==> src/rtl/pbus_pkg.sv <==
package pbus_pkg;
  typedef enum logic [2:0] {
    S_IDLE  = 3'd0,
    S_SETUP = 3'd1,
    S_STB1  = 3'd2,
    S_STB2  = 3'd3,
    S_GAP   = 3'd4
  } seq_st_t;
endpackage

==> src/rtl/pbus_seq.sv <==
module pbus_seq
  import pbus_pkg::*;
#(
  parameter int DW = 16
) (
  input  logic          clk,
  input  logic          rst_n,
  input  logic          start,
  input  logic          retry,
  input  logic          retry_en,
  input  logic [DW-1:0] bus_rdata,
  output logic          idle,
  output logic          stb,
  output logic          rsp_valid,
  output logic [DW-1:0] rsp_rdata
);
  seq_st_t st_q;
  logic    retry_take;

  assign retry_take = retry && retry_en;
  assign idle = (st_q == S_IDLE);
  assign stb  = (st_q == S_STB1) || (st_q == S_STB2);

  always_ff @(posedge clk or negedge rst_n) begin
    if (!rst_n) begin
      st_q      <= S_IDLE;
      rsp_valid <= 1'b0;
      rsp_rdata <= '0;
    end else begin
      rsp_valid <= 1'b0;
      unique case (st_q)
        S_IDLE:  if (start) st_q <= S_SETUP;
        S_SETUP: st_q <= S_STB1;
        S_STB1:  st_q <= S_STB2;
        S_STB2: begin
          if (retry_take) begin
            st_q <= S_GAP;
          end else begin
            st_q      <= S_IDLE;
            rsp_valid <= 1'b1;
            rsp_rdata <= bus_rdata;
          end
        end
        S_GAP:   st_q <= S_STB1;
        default: st_q <= S_IDLE;
      endcase
    end
  end

  // strobe pulse lasts exactly two clocks
  a_r2_stb_two: assert property (@(posedge clk) disable iff (!rst_n)
    $rose(stb) |=> stb);
  a_r2_stb_max: assert property (@(posedge clk) disable iff (!rst_n)
    (stb && $past(stb)) |=> !stb);
  // acknowledge only right after a strobe fall
  a_r6_ack_after_fall: assert property (@(posedge clk) disable iff (!rst_n)
    rsp_valid |-> ($past(stb) && !stb));
  // a qualified retry at the fall suppresses acknowledge
  a_r7_no_ack_on_retry: assert property (@(posedge clk) disable iff (!rst_n)
    (stb && $past(stb) && retry && retry_en) |=> (!rsp_valid && !stb));
  // no new start while busy
  a_r10_ready_idle: assert property (@(posedge clk) disable iff (!rst_n)
    (start && !idle) |-> 1'b0);
endmodule

==> src/rtl/pbus_hold.sv <==
module pbus_hold #(
  parameter int AW     = 32,
  parameter int BUS_AW = 14,
  parameter int DW     = 16
) (
  input  logic              clk,
  input  logic              rst_n,
  input  logic              start,
  input  logic              busy,
  input  logic [AW-1:0]     in_addr,
  input  logic [DW-1:0]     in_wdata,
  input  logic              in_write,
  input  logic              in_half,
  output logic [BUS_AW-1:0] bus_addr,
  output logic [DW-1:0]     bus_wdata,
  output logic              bus_wr,
  output logic              bus_doe,
  output logic              bus_ube_n,
  output logic              wr_q
);
  logic ube_n_d;

  // upper byte used by halfwords and by odd byte addresses
  assign ube_n_d = !(in_half || in_addr[0]);

  always_ff @(posedge clk or negedge rst_n) begin
    if (!rst_n) begin
      bus_addr  <= '0;
      bus_wdata <= '0;
      wr_q      <= 1'b0;
      bus_ube_n <= 1'b1;
    end else if (start) begin
      bus_addr  <= in_addr[BUS_AW-1:0];
      bus_wdata <= in_wdata;
      wr_q      <= in_write;
      bus_ube_n <= ube_n_d;
    end
  end

  assign bus_wr  = wr_q && busy;
  assign bus_doe = wr_q && busy;

  // bus fields stay fixed for the whole cycle including retries
  a_r3_addr_stable: assert property (@(posedge clk) disable iff (!rst_n)
    (busy && $past(busy)) |-> ($stable(bus_addr) && $stable(bus_wdata)
                              && $stable(bus_ube_n)));
  // write indicator constant while busy
  a_r4_wr_stable: assert property (@(posedge clk) disable iff (!rst_n)
    (busy && $past(busy)) |-> $stable(bus_wr));
endmodule

==> src/rtl/pbus_lock.sv <==
module pbus_lock (
  input  logic clk,
  input  logic rst_n,
  input  logic start,
  input  logic in_write,
  input  logic in_rmw,
  input  logic ack,
  input  logic ack_was_wr,
  output logic lock
);
  logic set_lk;
  logic clr_lk;

  assign set_lk = start && !in_write && in_rmw;
  assign clr_lk = ack && ack_was_wr;

  always_ff @(posedge clk or negedge rst_n) begin
    if (!rst_n)      lock <= 1'b0;
    else if (set_lk) lock <= 1'b1;
    else if (clr_lk) lock <= 1'b0;
  end

  // lock rises only from an accepted locked read
  a_r9_lock_rise: assert property (@(posedge clk) disable iff (!rst_n)
    $rose(lock) |-> $past(start && !in_write && in_rmw));
  // lock falls only after a write acknowledge
  a_r9_lock_fall: assert property (@(posedge clk) disable iff (!rst_n)
    $fell(lock) |-> $past(ack && ack_was_wr));
endmodule

==> src/rtl/pbus_master.sv <==
module pbus_master #(
  parameter int AW     = 32,
  parameter int BUS_AW = 14,
  parameter int DW     = 16
) (
  input  logic              clk,
  input  logic              rst_n,
  input  logic              req_valid,
  output logic              req_ready,
  input  logic [AW-1:0]     req_addr,
  input  logic              req_write,
  input  logic [DW-1:0]     req_wdata,
  input  logic              req_size,
  input  logic              req_rmw,
  output logic              rsp_valid,
  output logic [DW-1:0]     rsp_rdata,
  output logic [BUS_AW-1:0] pb_addr,
  output logic [DW-1:0]     pb_wdata,
  input  logic [DW-1:0]     pb_rdata,
  output logic              pb_wr,
  output logic              pb_stb,
  output logic              pb_lock,
  output logic              pb_ube_n,
  input  logic              pb_retry,
  input  logic              pb_retry_en,
  output logic              pb_doe
);
  logic idle;
  logic start;
  logic wr_q;

  assign req_ready = idle;
  assign start     = req_valid && idle;

  pbus_seq #(.DW(DW)) u_seq (
    .clk       (clk),
    .rst_n     (rst_n),
    .start     (start),
    .retry     (pb_retry),
    .retry_en  (pb_retry_en),
    .bus_rdata (pb_rdata),
    .idle      (idle),
    .stb       (pb_stb),
    .rsp_valid (rsp_valid),
    .rsp_rdata (rsp_rdata)
  );

  pbus_hold #(.AW(AW), .BUS_AW(BUS_AW), .DW(DW)) u_hold (
    .clk       (clk),
    .rst_n     (rst_n),
    .start     (start),
    .busy      (!idle),
    .in_addr   (req_addr),
    .in_wdata  (req_wdata),
    .in_write  (req_write),
    .in_half   (req_size),
    .bus_addr  (pb_addr),
    .bus_wdata (pb_wdata),
    .bus_wr    (pb_wr),
    .bus_doe   (pb_doe),
    .bus_ube_n (pb_ube_n),
    .wr_q      (wr_q)
  );

  pbus_lock u_lock (
    .clk        (clk),
    .rst_n      (rst_n),
    .start      (start),
    .in_write   (req_write),
    .in_rmw     (req_rmw),
    .ack        (rsp_valid),
    .ack_was_wr (wr_q),
    .lock       (pb_lock)
  );

  // output enable only during writes
  a_r4_doe_write: assert property (@(posedge clk) disable iff (!rst_n)
    pb_doe |-> pb_wr);
  // strobe never active while idle
  a_r10_idle_quiet: assert property (@(posedge clk) disable iff (!rst_n)
    req_ready |-> (!pb_stb && !pb_wr));
endmodule

==> config.mk <==
export PLATFORM = sky130hd
export DESIGN_NAME = pbus_master
export DESIGN_NICKNAME = d
export VERILOG_FILES = /design/src/rtl/pbus_pkg.sv /design/src/rtl/pbus_seq.sv /design/src/rtl/pbus_hold.sv /design/src/rtl/pbus_lock.sv /design/src/rtl/pbus_master.sv
export SDC_FILE = /design/constraint.sdc
export NUM_CORES = 1
export LEC_CHECK = 0
export ABC_AREA = 1
export ABC_CLOCK_PERIOD_IN_PS = 2400
export BUFFER_PORTS_ARGS = -buffer_cell sky130_fd_sc_hd__buf_2
export CORE_MARGIN = 3
export CORE_UTILIZATION = 45
export DETAILED_ROUTE_END_ITERATION = 7
export GPL_TIMING_DRIVEN = 0
export HOLD_SLACK_MARGIN = 0.02
export PLACE_DENSITY = 0.92
export RECOVER_POWER = 50
export REMOVE_ABC_BUFFERS = 1
export SLEW_MARGIN = 25
export SYNTH_ARGS = -nofsm -noshare
export SYNTH_HDL_FRONTEND = slang
export SYNTH_SLANG_ARGS = --single-unit
==> constraint.sdc <==
create_clock -name clk -period 2.4 [get_ports clk]
set_clock_uncertainty 0.1 [all_clocks]
set_input_delay 0.48 -clock clk [delete_from_list [all_inputs] [get_ports clk]]
set_output_delay 0.48 -clock clk [all_outputs]
set_load 0.02 [all_outputs]
==> results of run 1 <==
cell usage in the layout, fill, tap and decap left out, drive strengths merged:
master and count:
a21boi 1, o21ai 2, nand4 1, nor2 7
buf 100, bufinv 1, dfrtp 52, clkbuf 13
o21bai 1, inv 9, nand2 152, dfstp 1
metal layers:
layer,vias up,part of all wire,GRT usage
li1,906,-,-
met1,820,0.42,0.185
met2,55,0.52,0.311
met3,4,0.055,0.0488
met4,0,0.0071,0.0466
met5,-,0,0
power groups by stage:
stage	Sequential (mW)	Combinational [mW]	Clock, mW
final	1.53	1.76	0.604
after global routing	1.58	1.95	0.657
after CTS	1.54	1.83	0.624
after detailed placement	1.55	1.83	0
after global placement	1.53	1.77	0
after floorplan	2.02	0.685	0
final cells by class:
| type | instances | area (um2) | share of cell area |
|---|---|---|---|
| sequential | 53 | 1330 | 0.481 |
| multi-input combinational | 164 | 687 | 0.249 |
| timing repair buffer | 106 | 524 | 0.190 |
| clock buffer | 7 | 86.3 | 0.0313 |
| tap | 52 | 65.1 | 0.0236 |
| inverter | 9 | 41.3 | 0.0150 |
| clock inverter | 1 | 30.0 | 0.0109 |
Yosys cell counts, drive strengths merged:
library cell  count
nand2           152
dfrtp            52
buf               9
inv               9
nor2              7
o21ai             2
a21boi            1
dfstp             1
nand4             1
o21bai            1
cell families after synthesis:
| kind of cell | Yosys count |
|---|---|
| AOI/OAI and AO/OA | 4 |
| buffers and inverters | 18 |
| DFF | 53 |
| and+or+nand+nor | 160 |
worst register-to-register path, cell delays in order (launching register included):
cell     delay (ps)
dfrtp_1         420
nand2_2          70
nor2_1          160
nand2_1         400
inv_6           280
nand2_1          80
nand2_1          60
metrics by stage:
step	utilization	cells	hold WS, ps
3_3_place_gp	0.594	384	350
2_1_floorplan	-	226	84.4
4_1_cts	0.620	392	123
5_1_grt	0.613	392	261
6_report	0.613	392	270
3_5_place_dp	0.594	384	353
final timing paths:
kind / cells after the start / to
max: 5 / pb_doe
min: 3 / u_seq.rsp_rdata[12]
max reg2reg: 6 / u_seq.rsp_rdata[9]
min reg2reg: 2 / u_hold.bus_wdata[13]
max in group asynchronous: 1 / u_seq.rsp_rdata[7]
min in group asynchronous: 1 / u_seq.st_q[2]
registers in the layout, summed over array words and instances, names as in the netlist:
signal            flops
u_seq.st_q            3
u_hold.bus_addr      14
u_seq.rsp_valid       1
u_hold.bus_wdata     16
u_seq.rsp_rdata      16
u_lock.lock           1
u_hold.bus_ube_n      1
u_hold.wr_q           1
==> metrics.md, run 1 <==
| Metric | Value |
|---|---|
| Initial Util | `0.483` |
| Clock group share of total power | `0.155` |
| Post-synthesis simple-gate area fraction | `0.314` |
| Share of the synthesized area in the top cell type | `0.598` |
| Initial antenna violation count | `0` |
| Setup_tns | `0 ps` |
| Register area share after synthesis | `0.610` |
| Ordered cell list for the critical path | `nor2_1 > nand2_4 > inv_4 > nor2_1 > buf_2` |
| Synth Area in Adders | `0` |
| Gr usage total | `0.167` |
| R2r setup slk | `770 ps` |
| Post-route minimum period | `2020 ps` |
| Pre-CTS setup slack | `832 ps` |
| I/O pins | `125` |
| Critical Path Sink Type | `output port` |
| Diodes inserted | `0` |
| Reg clk slew, reported paths | `90 ps` |
| Worst path required time | `1820 ps` |
| Max Clk Rate | `0.496 GHz` |
| Reg2reg start | `u_seq.st_q[1]` |
| Post-DR wirelength/cell | `11.8 um` |
| Port Buf Inserts | `106` |
| Part of the power in registers | `0.393` |
| Placement Cell Area | `0.00268 mm2` |
| Yosys warning count | `0` |
| Final WS setup | `384 ps` |
| DR iter-0 viols | `82` |
| Synth Register Bits | `53` |
| Post-CTS Resized | `0` |
| Vias in the first global route | `1667` |
| CP bufs+invs | `2` |
| Crit path from | `u_seq.st_q[0]` |
| Logic pwr share | `0.452` |
| DRT Pass-1 Iters | `4` |
| Static leakage | `1.68 nW` |
| Die ar. | `0.00571 mm2` |
| Share of cells above drive strength 1 | `0.368` |
| Endpoints failing setup | `0` |
| Number of vias per cell | `4.55` |
| Via count | `1785` |
| Cts bufs inserted | `5` |
| Kind of critical path | `flop to output port` |
| Die width | `75.6 um` |
| Sw Ratio | `0.436` |
| Largest family of logic cells by synthesized area | `simple AND/OR/NAND/NOR gates` |
| Unrepaired setup endpoints after global routing | `false` |
| Area Overhead vs Synth | `26.8%` |
| Sw power | `1.70 mW` |
| Worst Tran Pin Value | `1260 ps` |
| Average cell area after synthesis | `9.26 um2` |
| DR DRC count | `0` |
| Post-synthesis compound-gate area fraction | `0.0115` |
| Synth unique cells | `19` |
| Post-Syn Area | `0.00218 mm2` |
| Total power | `3.90 mW` |
| Pwr dens | `1410 mW/mm2` |
| Die H | `75.6 um` |
| Mapped Cells | `235` |
| Largest net degree at the start of global routing | `54` |
| Post-CTS Hold Buffers | `0` |
| Post-CTS setup buffers | `0` |
| Critical path data arrival time | `1440 ps` |
| Hpwl dp | `3410 um` |
| Fin crit share | `0.840` |
| Most used cell, CP | `nor2_1` |
| Placeable Area | `0.00450 mm2` |
| First-pass GRT wire length | `7250 um` |
| Max Transition Viols Final | `0` |
| Num rows | `24` |
| Area leader, netlist | `dfrtp_1` |
| Final Instance Area | `0.00276 mm2` |
| Largest cells by area after synthesis | `dfrtp_1 (60%), nand2_1 (24%), nand2_2 (3.2%)` |
| # fillers | `403` |
| Slowest-stage cell, CP | `dfrtp_1` |
| Post-synthesis mux area share | `0` |
| Xor-xnor portion of the synthesized cell area | `0` |
| Root buf cell | `clkbuf_8` |
| Clock Path Buffers | `2` |
| # clock sinks | `53` |
| Min-Delay Startpoint | `pb_rdata[12]` |
| VDD IR max | `0.000641 V` |
| CTS tree | `built` |
| Status | `complete, no violations` |
| Total Wirelength | `4630 um` |
| Slew HR | `0.161` |
| Delay-heaviest family, CP | `simple AND/OR/NAND/NOR gates` |
| Fin nets | `411` |
| Max H-tree Level | `2` |
| Max cap viols | `0` |
| Routability cong. | `0.739` |
| Crit path launch type | `flop` |
| Post-DRT Antenna Nets | `0` |
| Endpoints failing hold | `0` |
| HP Class | `input pin to flop` |
| CP max stage delay | `410 ps` |
| Gr ovfl total | `0` |
| Int Pwr | `2.20 mW` |
| Worst skew pair latency | `300 ps` |
| Worst Path Max Fanout | `4` |
(Power assumes the default switching activity.)
==> inputs of run 2 (changes only) <==
Settings changed: ABC_CLOCK_PERIOD_IN_PS 2400 to 2100, CORE_UTILIZATION 45 to 43, PLACE_DENSITY 0.92 to 0.89.
Clock period 2.4 ns to 2.1 ns, I/O delays scaled along.
==> run 2 against run 1 <==
Critical path depth did not move; combinational power up 15%; sequential share of layout area decreased by 0.20 points; flip-flop and latch count stayed put; die area is 4.3% higher; sequential power increased by 14%; register-to-register slack got worse by 330 ps; utilization is 3.7 points lower; via count up 1.1%.
==> metrics.md, run 2 (synthesis results as in run 1) <==
| Metric | Value |
|---|---|
| # clock sinks | `53 (unchanged)` |
| Area Overhead vs Synth | `27.4%` |
| Critical Path Sink Type | `output port` |
| Clock Path Buffers | `2 (unchanged)` |
| Die H | `77.2 um (+2.1%)` |
| Largest net degree at the start of global routing | `54 (unchanged)` |
| Reg2reg start | `u_seq.st_q[1]` |
| Worst skew pair latency | `290 ps (about the same)` |
| Critical Path Sink | `pb_doe` |
| Total power | `4.37 mW (+12%)` |
| Post-CTS Resized | `0 (unchanged)` |
| First-pass GRT wire length | `8050 um (+11%)` |
| Worst path required time | `1580 ps (-240 ps)` |
| R2r setup slk | `440 ps (-330 ps)` |
| DR iter-0 viols | `53 (-35%)` |
| Post-route minimum period | `1800 ps` |
| Initial Util | `0.452 (-0.0314)` |
| Num rows | `25 (+4.2%)` |
| Vias in the first global route | `1811 (+8.6%)` |
| Crit path launch type | `flop` |
| Status | `complete, no violations` |
| Die width | `77.2 um (+2.1%)` |
| Slew HR | `0.167 (+0.00603)` |
| Commonest non-fill, non-tap cell in the layout | `nand2_1` |
| DRT Pass-1 Iters | `4 (unchanged)` |
| Initial antenna violation count | `0 (unchanged)` |
| Share of cells above drive strength 1 | `0.374 (+0.00588)` |
| Pwr dens | `1580 mW/mm2 (+12%)` |
| CTS tree | `built` |
| Unrepaired setup endpoints after global routing | `false` |
| Top Registers | `u_hold.bus_wdata (16), u_seq.rsp_rdata (16), u_hold.bus_addr (14)` |
| Commonest cells after routing, fill and taps aside | `nand2_1 (139), buf_2 (100), dfrtp_1 (52), nand2_2 (11)` |
| Kind of critical path | `flop to output port` |
| Max cap viols | `0 (unchanged)` |
| Pre-CTS setup slack | `582 ps (-250 ps)` |
| Hpwl dp | `3360 um (-1.3%)` |
| R2R Path End | `u_seq.rsp_rdata[1]` |
| Number of vias per cell | `4.43 (-2.7%)` |
| Final WS setup | `300 ps (-83.7 ps)` |
| Max Clk Rate | `0.556 GHz` |
| Diodes inserted | `0 (unchanged)` |
| DR DRC count | `0 (unchanged)` |
| Cts bufs inserted | `5 (unchanged)` |
| Placeable Area | `0.00482 mm2 (+6.9%)` |
| VDD IR max | `0.000677 V (+5.5%)` |
| Port Buf Inserts | `106 (unchanged)` |
| Root buf cell | `clkbuf_8` |
| Post-DRT Antenna Nets | `0 (unchanged)` |
| Setup_tns | `0 ps (unchanged)` |
| Reg clk slew, reported paths | `90 ps (about the same)` |
| Endpoints failing hold | `0 (unchanged)` |
| Via count | `1804 (+1.1%)` |
| Static leakage | `1.67 nW (-0.19%)` |
| Die ar. | `0.00595 mm2 (+4.3%)` |
| Fin crit share | `0.857` |
| Total Wirelength | `4550 um (-1.9%)` |
| Worst R2R Path Depth | `6 (unchanged)` |
| Post-CTS setup buffers | `0 (unchanged)` |
| Gr ovfl total | `0 (unchanged)` |
| Routability cong. | `0.742 (+0.42%)` |
| Fin util | `0.576 (-0.0375)` |
| Post-DR wirelength/cell | `11.2 um (-5.5%)` |
| Max H-tree Level | `2 (unchanged)` |
| Worst Path Max Fanout | `5 (+1)` |
| Worst Tran Pin Value | `1250 ps (-9.05 ps)` |
| Gr usage total | `0.166 (-0.00111)` |
| Critical path data arrival time | `1280 ps (-160 ps)` |
| I/O pins | `125 (unchanged)` |
| Fin nets | `411 (unchanged)` |
| Post-CTS Hold Buffers | `0 (unchanged)` |
| Endpoints failing setup | `0 (unchanged)` |
| HP Class | `input pin to flop` |
| Worst Hold Path Cells | `3 (unchanged)` |
| Crit path from | `u_seq.st_q[1]` |
| Max Transition Viols Final | `0 (unchanged)` |
==> run 2: cell count changes in the layout (fill, tap and decap cells not counted), sizes merged <==
| cell | delta |
|---|---|
| bufinv | -1 |
| clkinv | +1 |
==> run 2: through the flow <==
stage / hold WS (ps) / instance area [um2] / cells
after global routing: 207 / 2770 / 407
after floorplan: 24.4 / 2080 / 226
final: 208 / 2770 / 407
after detailed placement: 353 / 2700 / 399
after CTS: 65.9 / 2800 / 407
after global placement: 350 / 2690 / 399
==> run 2: worst min-delay path by stage <==
| stage | from | end | slack, ps |
|---|---|---|---|
| after global routing | pb_rdata[3] | u_seq.rsp_rdata[3] | 210 |
| after floorplan | rst_n | u_hold.bus_addr[0] | 20 |
| after global placement | u_hold.bus_addr[11] | u_hold.bus_addr[11] | 350 |
| after detailed placement | u_hold.bus_ube_n | u_hold.bus_ube_n | 350 |
| after CTS | rst_n | u_seq.rsp_rdata[15] | 70 |
| final | pb_rdata[7] | u_seq.rsp_rdata[7] | 210 |
==> run 2: metal layers <==
| layer | share of wire | track usage | up-vias |
|---|---|---|---|
| met2 | 0.51 | 0.307 | 60 |
| li1 | - | - | 911 |
| met5 | 0 | 0 | - |
| met4 | 0.016 | 0.0587 | 0 |
| met3 | 0.063 | 0.0399 | 8 |
| met1 | 0.41 | 0.184 | 825 |
==> run 2: area by class of cell <==
type | count | area (um2)
Fill cell | 466 | 2040
Sequential cell | 53 | 1330
Multi-Input combinational cell | 164 | 694
Timing Repair Buffer | 106 | 524
Clock buffer | 7 | 96.3
Tap cell | 67 | 83.8
Inverter | 9 | 41.3
Clock inverter | 1 | 5.00
==> run 2: report_power, final <==
part	total [mW]	internal (mW)	leakage (nW)	switching, mW
combinational	2.02	0.635	0.960	1.38
clock	0.606	0.298	0.0542	0.308
sequential	1.75	1.50	0.659	0.250
==> run 2: critical path, stage by stage, from the launching register on <==
cell and delay (ps):
dfrtp_1 420, inv_1 110, nand2_4 130, inv_4 50, nor2_1 100, buf_2 180
